### src/rtl/hsd_pkg.sv
package hsd_pkg;

  typedef enum logic [1:0] {
    HSD_CLEAN = 2'd0,
    HSD_FIXED = 2'd1,
    HSD_FAIL  = 2'd2
  } hsd_status_e;

  function automatic bit is_pow2(input int p);
    return (p > 0) && ((p & (p - 1)) == 0);
  endfunction

  // zero-based data index held at a non-power-of-two position p
  function automatic int data_idx(input int p);
    return p - 1 - $clog2(p);
  endfunction

endpackage

### src/rtl/hsd_syndrome.sv
module hsd_syndrome #(
  parameter int M = 4,
  localparam int N = (1 << M) - 1
) (
  input  logic [N-1:0] pos_bits,   // pos_bits[p-1] is Hamming position p
  output logic [M-1:0] syn
);

  always_comb begin
    syn = '0;
    for (int p = 1; p <= N; p++) begin
      if (pos_bits[p-1]) syn = syn ^ M'(p);
    end
  end

endmodule

### src/rtl/hsd_encoder.sv
module hsd_encoder #(
  parameter int M = 4,
  localparam int N  = (1 << M) - 1,
  localparam int K  = N - M,
  localparam int CW = N + 1
) (
  input  logic          clk,
  input  logic          rst_n,
  input  logic          valid_in,
  input  logic [K-1:0]  data_in,
  output logic          valid_out,
  output logic [CW-1:0] code_out
);

  logic [N:1]    base;
  logic [CW-1:0] word_nxt;
  logic [M-1:0]  chk;
  logic          vld_q;
  logic [CW-1:0] code_q;

  // place data at non-power positions, check positions zero
  for (genvar p = 1; p <= N; p++) begin : g_pos
    if (hsd_pkg::is_pow2(p)) begin : g_chk
      assign base[p]     = 1'b0;
      assign word_nxt[p] = chk[$clog2(p)];
    end else begin : g_dat
      assign base[p]     = data_in[hsd_pkg::data_idx(p)];
      assign word_nxt[p] = data_in[hsd_pkg::data_idx(p)];
    end
  end

  hsd_syndrome #(.M(M)) u_syn (
    .pos_bits (base),
    .syn      (chk)
  );

  assign word_nxt[0] = ^word_nxt[CW-1:1];

  always_ff @(posedge clk or negedge rst_n) begin
    if (!rst_n) vld_q <= 1'b0;
    else        vld_q <= valid_in;
  end

  always_ff @(posedge clk or negedge rst_n) begin
    if (!rst_n)        code_q <= '0;
    else if (valid_in) code_q <= word_nxt;
  end

  assign valid_out = vld_q;
  assign code_out  = code_q;

endmodule

### src/rtl/hsd_decoder.sv
module hsd_decoder #(
  parameter int M = 4,
  localparam int N  = (1 << M) - 1,
  localparam int K  = N - M,
  localparam int CW = N + 1
) (
  input  logic          clk,
  input  logic          rst_n,
  input  logic          valid_in,
  input  logic [CW-1:0] code_in,
  output logic          valid_out,
  output logic [K-1:0]  data_out,
  output logic [1:0]    status_out
);

  import hsd_pkg::*;

  logic [M-1:0]  syn;
  logic          par_err;
  logic [CW-1:0] fixed;
  hsd_status_e   st_nxt;
  logic [K-1:0]  data_nxt;
  logic          vld_q;
  logic [K-1:0]  data_q;
  hsd_status_e   st_q;

  hsd_syndrome #(.M(M)) u_syn (
    .pos_bits (code_in[CW-1:1]),
    .syn      (syn)
  );

  assign par_err = ^code_in;

  always_comb begin
    fixed  = code_in;
    st_nxt = HSD_CLEAN;
    if (par_err) begin
      st_nxt = HSD_FIXED;
      if (syn != '0) fixed[syn] = ~code_in[syn];
    end else if (syn != '0) begin
      st_nxt = HSD_FAIL;
    end
  end

  for (genvar p = 1; p <= N; p++) begin : g_ext
    if (!hsd_pkg::is_pow2(p)) begin : g_dat
      assign data_nxt[hsd_pkg::data_idx(p)] = fixed[p];
    end
  end

  always_ff @(posedge clk or negedge rst_n) begin
    if (!rst_n) vld_q <= 1'b0;
    else        vld_q <= valid_in;
  end

  always_ff @(posedge clk or negedge rst_n) begin
    if (!rst_n) begin
      data_q <= '0;
      st_q   <= HSD_CLEAN;
    end else if (valid_in) begin
      data_q <= data_nxt;
      st_q   <= st_nxt;
    end
  end

  assign valid_out  = vld_q;
  assign data_out   = data_q;
  assign status_out = st_q;

endmodule

### src/rtl/hsd_codec.sv
module hsd_codec #(
  parameter int M = 4,
  localparam int N  = (1 << M) - 1,
  localparam int K  = N - M,
  localparam int CW = N + 1
) (
  input  logic          clk,
  input  logic          rst_n,
  input  logic          enc_valid_in,
  input  logic [K-1:0]  enc_data_in,
  output logic          enc_valid_out,
  output logic [CW-1:0] enc_code_out,
  input  logic          dec_valid_in,
  input  logic [CW-1:0] dec_code_in,
  output logic          dec_valid_out,
  output logic [K-1:0]  dec_data_out,
  output logic [1:0]    dec_status_out
);

  logic [1:0] rst_pipe;
  logic       rst_sync_n;

  // assert at once, release two edges later
  always_ff @(posedge clk or negedge rst_n) begin
    if (!rst_n) rst_pipe <= 2'b00;
    else        rst_pipe <= {rst_pipe[0], 1'b1};
  end

  assign rst_sync_n = rst_pipe[1];

  hsd_encoder #(.M(M)) u_enc (
    .clk       (clk),
    .rst_n     (rst_sync_n),
    .valid_in  (enc_valid_in),
    .data_in   (enc_data_in),
    .valid_out (enc_valid_out),
    .code_out  (enc_code_out)
  );

  hsd_decoder #(.M(M)) u_dec (
    .clk        (clk),
    .rst_n      (rst_sync_n),
    .valid_in   (dec_valid_in),
    .code_in    (dec_code_in),
    .valid_out  (dec_valid_out),
    .data_out   (dec_data_out),
    .status_out (dec_status_out)
  );

endmodule

### config.mk
export PLATFORM = sky130hd
export DESIGN_NAME = hsd_codec
export DESIGN_NICKNAME = d
export VERILOG_FILES = /design/src/rtl/hsd_pkg.sv /design/src/rtl/hsd_syndrome.sv /design/src/rtl/hsd_encoder.sv /design/src/rtl/hsd_decoder.sv /design/src/rtl/hsd_codec.sv
export SDC_FILE = /design/constraint.sdc
export NUM_CORES = 1
export LEC_CHECK = 0
export ABC_AREA = 1
export BUFFER_PORTS_ARGS = -buffer_cell sky130_fd_sc_hd__buf_2
export CAP_MARGIN = 20
export CORE_AREA = 5 5 103 85
export DETAILED_ROUTE_END_ITERATION = 16
export DIE_AREA = 0 0 108 90
export GPL_ROUTABILITY_DRIVEN = 0
export PLACE_DENSITY = 0.47
export RECOVER_POWER = 100
export SLEW_MARGIN = 20
export SYNTH_ARGS = -nofsm -noshare
export SYNTH_HDL_FRONTEND = slang
export SYNTH_SLANG_ARGS = --single-unit
### constraint.sdc
create_clock -name clk -period 2.2 [get_ports clk]
set_input_delay 0.11 -clock clk [delete_from_list [all_inputs] [get_ports clk]]
set_output_delay 0.11 -clock clk [all_outputs]
set_load 0.1 [all_outputs]
# Word level (Yosys, flattened, before mapping)
# Index checks and enable logic that the tools add are counted.
[totals]
register_bits = 33
input_bits = 31
elab_cells = 72
[op_classes]
magnitude_cmp = 2
muxes = 35
bitwise = 25
n_reduce_logical = 4
[op_table]
columns = ["cell", "count"]
rows = [
  ["$mux 4", 15],
  ["$mux 16", 2],
  ["$not 3->3", 8],
  ["$not 2->2", 11],
  ["$mux 3", 7],
  ["$bwmux 16", 1],
  ["$reduce_xor 16->1", 1],
  ["$reduce_xor 15->1", 1],
  ["$mux 2", 5],
  ["$not 4->4", 2],
  ["$lt 4x5->1 const B", 1],
  ["$bmux 1 s4", 1],
  ["$demux 1 s4", 1],
  ["$ge 4x1->1 const B", 1],
  ["$reduce_bool 4->1", 1],
  ["$mux 1", 3],
  ["$not 1->1 const A", 3],
  ["$logic_and 1x1->1", 1],
  ["$not 1->1", 1],
]

# Logic depth before layout (Yosys ltp)
[logic_depth]
ltp_word = 33
mapped_depth = 20
depth_no_buf = 19

# By module
# From an unflattened synthesis, not the netlist that was laid out.
[unflattened]
hier_cells = 557
area_unflattened_um2 = 3273.1
[by_module_without_submodules]
columns = ["mod", "instances", "cells_per_inst", "area_per_inst_um2", "seq_area_each_um2"]
rows = [
  ["hsd_decoder", 1, 254, 1510.2, 350.3],
  ["hsd_encoder", 1, 142, 928.4, 425.4],
  ["hsd_syndrome", 2, 79, 390.4, 0.0],
  ["hsd_codec", 1, 3, 53.8, 50.0],
]

# Least setup slack after synthesis
# OpenSTA, ideal clock, no wires.
[synth_timing]
kind = "input port to flip-flop"
start = "input dec_code_in[11]"
end = "register u_dec.data_q[7], in the netlist u_dec.data_out[7]"
t_arrival_ns = 1.454
setup_slack_ns = 0.626
stages = 17
path_buffers = 1
cell_sequence = "inv_2 -> nor2_1 -> nor2_1 -> o21ai_0 -> nand2_1 -> nand2_1 -> nand2_2 -> inv_2 -> nand3_1 -> nand3_1 -> nand2_1 -> nand2_1 -> nor2_2 -> buf_6 -> nand2_1 -> nand2_1 -> nand2_1"
[synth_between]
elab_chain_cells = 16
elab_cells_between_ends = 22
[synth_lines]
columns = ["element", "line_no", "rtl"]
rows = [
  ["start, declared", "hsd_codec.sv:14", "input logic [CW-1:0] dec_code_in,"],
  ["$mux 4", "hsd_syndrome.sv:12", "if (pos_bits[p-1]) syn = syn ^ M'(p);"],
  ["$not 2->2 (no source line)", "n/a", ""],
  ["$mux 4", "hsd_syndrome.sv:12", ""],
  ["$not 3->3 (no source line)", "n/a", ""],
  ["$mux 4", "hsd_syndrome.sv:12", ""],
  ["$not 3->3 (no source line)", "n/a", ""],
  ["$mux 4", "hsd_syndrome.sv:12", ""],
  ["$not 4->4 (no source line)", "n/a", ""],
  ["$mux 4", "hsd_syndrome.sv:12", ""],
  ["$lt 4x5->1 (implied by the code) / $ge 4x1->1 (equally long branches)", "hsd_decoder.sv:39", "if (syn != '0) fixed[syn] = ~code_in[syn];"],
  ["$logic_and 1x1->1 (implied by the code)", "hsd_decoder.sv:39", ""],
  ["$mux 1 (implied by the code)", "hsd_decoder.sv:39", ""],
  ["$demux 1 s4", "n/a", ""],
  ["$bwmux 16", "hsd_decoder.sv:39", ""],
  ["$mux 16", "hsd_decoder.sv:39", ""],
  ["$mux 16 (*)", "hsd_decoder.sv:37", "if (par_err) begin"],
  ["end signal, assigned", "hsd_decoder.sv:61", "data_q <= data_nxt;"],
  ["end, declared", "hsd_decoder.sv:24", "logic [K-1:0] data_q;"],
]
# Mark *: on every way between the ends. The rest lies on a longest branch, timed or not. The select of a mux whose other input is x is not followed.
# A chain may end at the register's enable or synchronous reset.

# Worst setup path in the final report
[layout_timing]
start = "input dec_code_in[13]"
end = "register u_dec.data_q[0], in the netlist u_dec.data_out[0]"
[layout_between]
elab_chain_cells = 12
elab_cells_between_ends = 18
[layout_lines]
columns = ["element", "line_no"]
rows = [
  ["$mux 4", "hsd_syndrome.sv:12"],
  ["$not 3->3 (no source line)", "n/a"],
  ["$mux 4", "hsd_syndrome.sv:12"],
  ["$not 4->4 (no source line)", "n/a"],
  ["$mux 4", "hsd_syndrome.sv:12"],
  ["$lt 4x5->1 (implied by the code) / $ge 4x1->1 (equally long branches)", "hsd_decoder.sv:39"],
  ["$logic_and 1x1->1 (implied by the code)", "hsd_decoder.sv:39"],
  ["$mux 1 (implied by the code)", "hsd_decoder.sv:39"],
  ["$demux 1 s4", "n/a"],
  ["$bwmux 16", "hsd_decoder.sv:39"],
  ["$mux 16", "hsd_decoder.sv:39"],
  ["$mux 16 (*)", "hsd_decoder.sv:37"],
]
# Marks and branches as above.

==> flow_metrics.tcl <==
set metrics [dict create \
    synthTopCellsByArea "dfrtp_1, nand2_1, xnor2_1" \
    power.density_cell_area_mw_per_mm2 1004 \
    async_reset_ff_frac 1.000 \
    min_period_ns 1.859 \
    finClkSkew_ns 0.003441 \
    postSynthCellCount 325 \
    root_buffer "clkbuf_8" \
    cts_setup_buffers 0 \
    synth_nets 356 \
    dp_hpwl_mm 4.601 \
    ctsResizeCount 0 \
    slew_violations 0 \
    min_path_type "primary input to flip-flop" \
    synth_top_area_share 0.3729 \
    cts_made_buffers 5 \
    intPower_w 0.001256 \
    vias 2093 \
    power_leakage_nw 1.378 \
    grt_pass1_vias 2040 \
    cts_max_level 2 \
    clkPwrFrac 0.166 \
    antenna_left 0 \
    final_nets 423 \
    power_frac_seq 0.281 \
    p_switching_w 0.001453 \
    relSlewSlack 0.07916 \
    core_sq_mm 0.007692 \
    vias_per_cell 4.186 \
    period_share 0.8449 \
    seqCellArea_sq_um 825.8 \
    die_area_sq_mm 0.009720 \
    port_buffers 61 \
    yosysWarnings 0 \
    die_w_um 108 \
    crit_type "primary input to flip-flop" \
    worstMarginPinSlew_ns 1.381 \
    cts_buffer_depth 2 \
    setup_violations 0 \
    areaGrowthSynthToFinish_pct 21.81 \
    io_pins 62 \
    yosysMostFrequentCell "nand2_1" \
    grt-ovfl-total 0 \
    drtPass1Iterations 4 \
    drc_errors 0 \
    fin_tns_setup_ns 0 \
    power.share.switching 0.5364 \
    ys_ff_latch 33 \
    grt_usage 0.1191 \
    cp-start-kind "primary input" \
    max_cap_violations 0 \
    tritoncts "done" \
    insertedDiodeCount 0 \
    hold_violations 0 \
    clk_latency_ns 0.27 \
    cp_data_required_time_ns 2.42 \
    routedWlPerCell_um 11.39 \
    fillers 895 \
    irDropWorstVdd_mv 0.4687 \
    cts.clk_slew.worst_paths_ns 0.07 \
    netlist-cell-type-count 22 \
    synthFlopType "dfrtp_1" \
    multi_input_area_sq_mm 0.001242 \
    die_y_um 90 \
    syn_area_sq_mm 0.002215 \
    crit_path_cell_trace "clkbuf_1, nand2_1, inv_1, nor2_1, nand2_1, nand2_1, nand2_1, nand3_2, nand2_2, nand2_1, nor3_1, nor2_1, nor2_1, nand2_1, nand2_1" \
    rsz0062_at_grt "false" \
    synth_top_area_cell "dfrtp_1" \
    status "finished clean" \
    rr_worst_depth 1 \
    fmax_mhz 538.0 \
    crit_top_cell "nand2_1" \
    synth_commonest_cells "nand2_1, nor2_1, dfrtp_1" \
    holdWs_ns 0.07627 \
    grt_pass1_wl_mm 9.508 \
    antenna_found_initial 0 \
    critPathArrivalTime_ns 2.08 \
    path_max_fanout 9 \
    cts.sinks 33 \
    combPwrFrac 0.553 \
    drt_iter0_drc 67 \
    initial_core_util 0.2879 \
    synth_enable_flop_cells 0 \
    wl_mm 5.696 \
    row_count 29 \
    end_kind "flip-flop" \
    cp_slowest_cell "nor3_1" \
    drive_gt1_frac 0.1148 \
    max_stage_delay_ns 0.34 \
    grt_max_degree 27 \
    synth-seq-area-share 0.3729 \
    whs_path_depth 3 \
    syn_avg_cell_area_sq_um 6.814 \
]
cell usage in the layout (no fill, tap or decap), types with 2 or more instances in the layout:
master         count
nor2_1            43
nand3_2            2
clkbuf_8           6
xnor2_1           27
inv_2              4
dlygate4sd3_1      2
clkbuf_1          38
nand2_2            3
nand3b_1           2
xor2_1            10
xnor2_2            2
clkinv_1           2
dfrtp_1           33
inv_1             23
buf_2             25
nand3_1           14
buf_4              2
o21ai_0            9
nor3_1             2
nand2_1          139
power groups by stage:
stage | sequential [W] | clock (W) | combinational [W]
6_report | 0.000761 | 0.000449 | 0.00150
5_1_grt | 0.000773 | 0.000500 | 0.00162
4_1_cts | 0.000760 | 0.000470 | 0.00154
3_3_place_gp | 0.000769 | 0 | 0.00154
2_1_floorplan | 0.00149 | 0 | 0.000541
3_5_place_dp | 0.000768 | 0 | 0.00154
layout make-up:
class,instances,area share
multi-input combinational,257,0.4606
tap,108,0.05009
clock buffer,7,0.03200
timing repair buffer,66,0.1109
inverter,29,0.04035
sequential,33,0.3061
worst max-delay path, delay by kind of cell:
family / cells / cell delay [ns]
buf+inv: 2 / 0.33
simple gates: 13 / 1.63
through the flow:
| step | power [W] | util | worst slack (ns) | std cells | instance area [sq um] |
|---|---|---|---|---|---|
| floorplan | 0.002028 | - | 0.6260 | 325 | 2215 |
| global placement | 0.002307 | 0.3442 | 0.1794 | 491 | 2648 |
| detailed placement | 0.002307 | 0.3442 | 0.1403 | 491 | 2648 |
| CTS | 0.002773 | 0.3580 | 0.4358 | 500 | 2754 |
| global route | 0.002888 | 0.3507 | 0.1155 | 500 | 2698 |
| finish | 0.002709 | 0.3507 | 0.3411 | 500 | 2698 |
sequential cells by signal, indices dropped and copies added (netlist names):
name              flops
rst_pipe              2
u_dec.data_out       11
u_dec.status_out      2
u_dec.valid_out       1
u_enc.code_out       16
u_enc.valid_out       1
path summary, 6_finish.rpt:
kind | start | end | slack [ns]
setup / recovery | dec_code_in[13] | u_dec.data_out[0] | 0.34
hold / removal | enc_data_in[1] | u_enc.code_out[5] | 0.08
setup reg to reg | rst_pipe[1] | u_dec.data_out[10] | 0.52
hold reg to reg | rst_pipe[1] | u_dec.data_out[8] | 0.11
max in group asynchronous | rst_pipe[1] | u_dec.data_out[10] | 0.52
min in group asynchronous | rst_pipe[1] | u_dec.data_out[8] | 0.11
what timing repair did:
action	CTS	global route
hold buffers	2	0
endpoints found under the hold margin	3	0
endpoints found under the setup margin	0	0
kinds of logic after synthesis:
logic type | Yosys count | share of synthesized area
xor+xnor | 39 | 0.1644
simple gates | 207 | 0.3746
buf+inv | 35 | 0.06271
flops | 33 | 0.3729
compound gates | 10 | 0.02373
other cells | 1 | 0.001693
routing by layer:
metal	track usage	vias up	wire length, um
li1	-	1115	-
met4	0.02208	0	22
met3	0.02937	2	256
met2	0.1791	32	2447
met1	0.1738	944	2970
met5	0	-	0
Power figures use the tool's default switching activity.
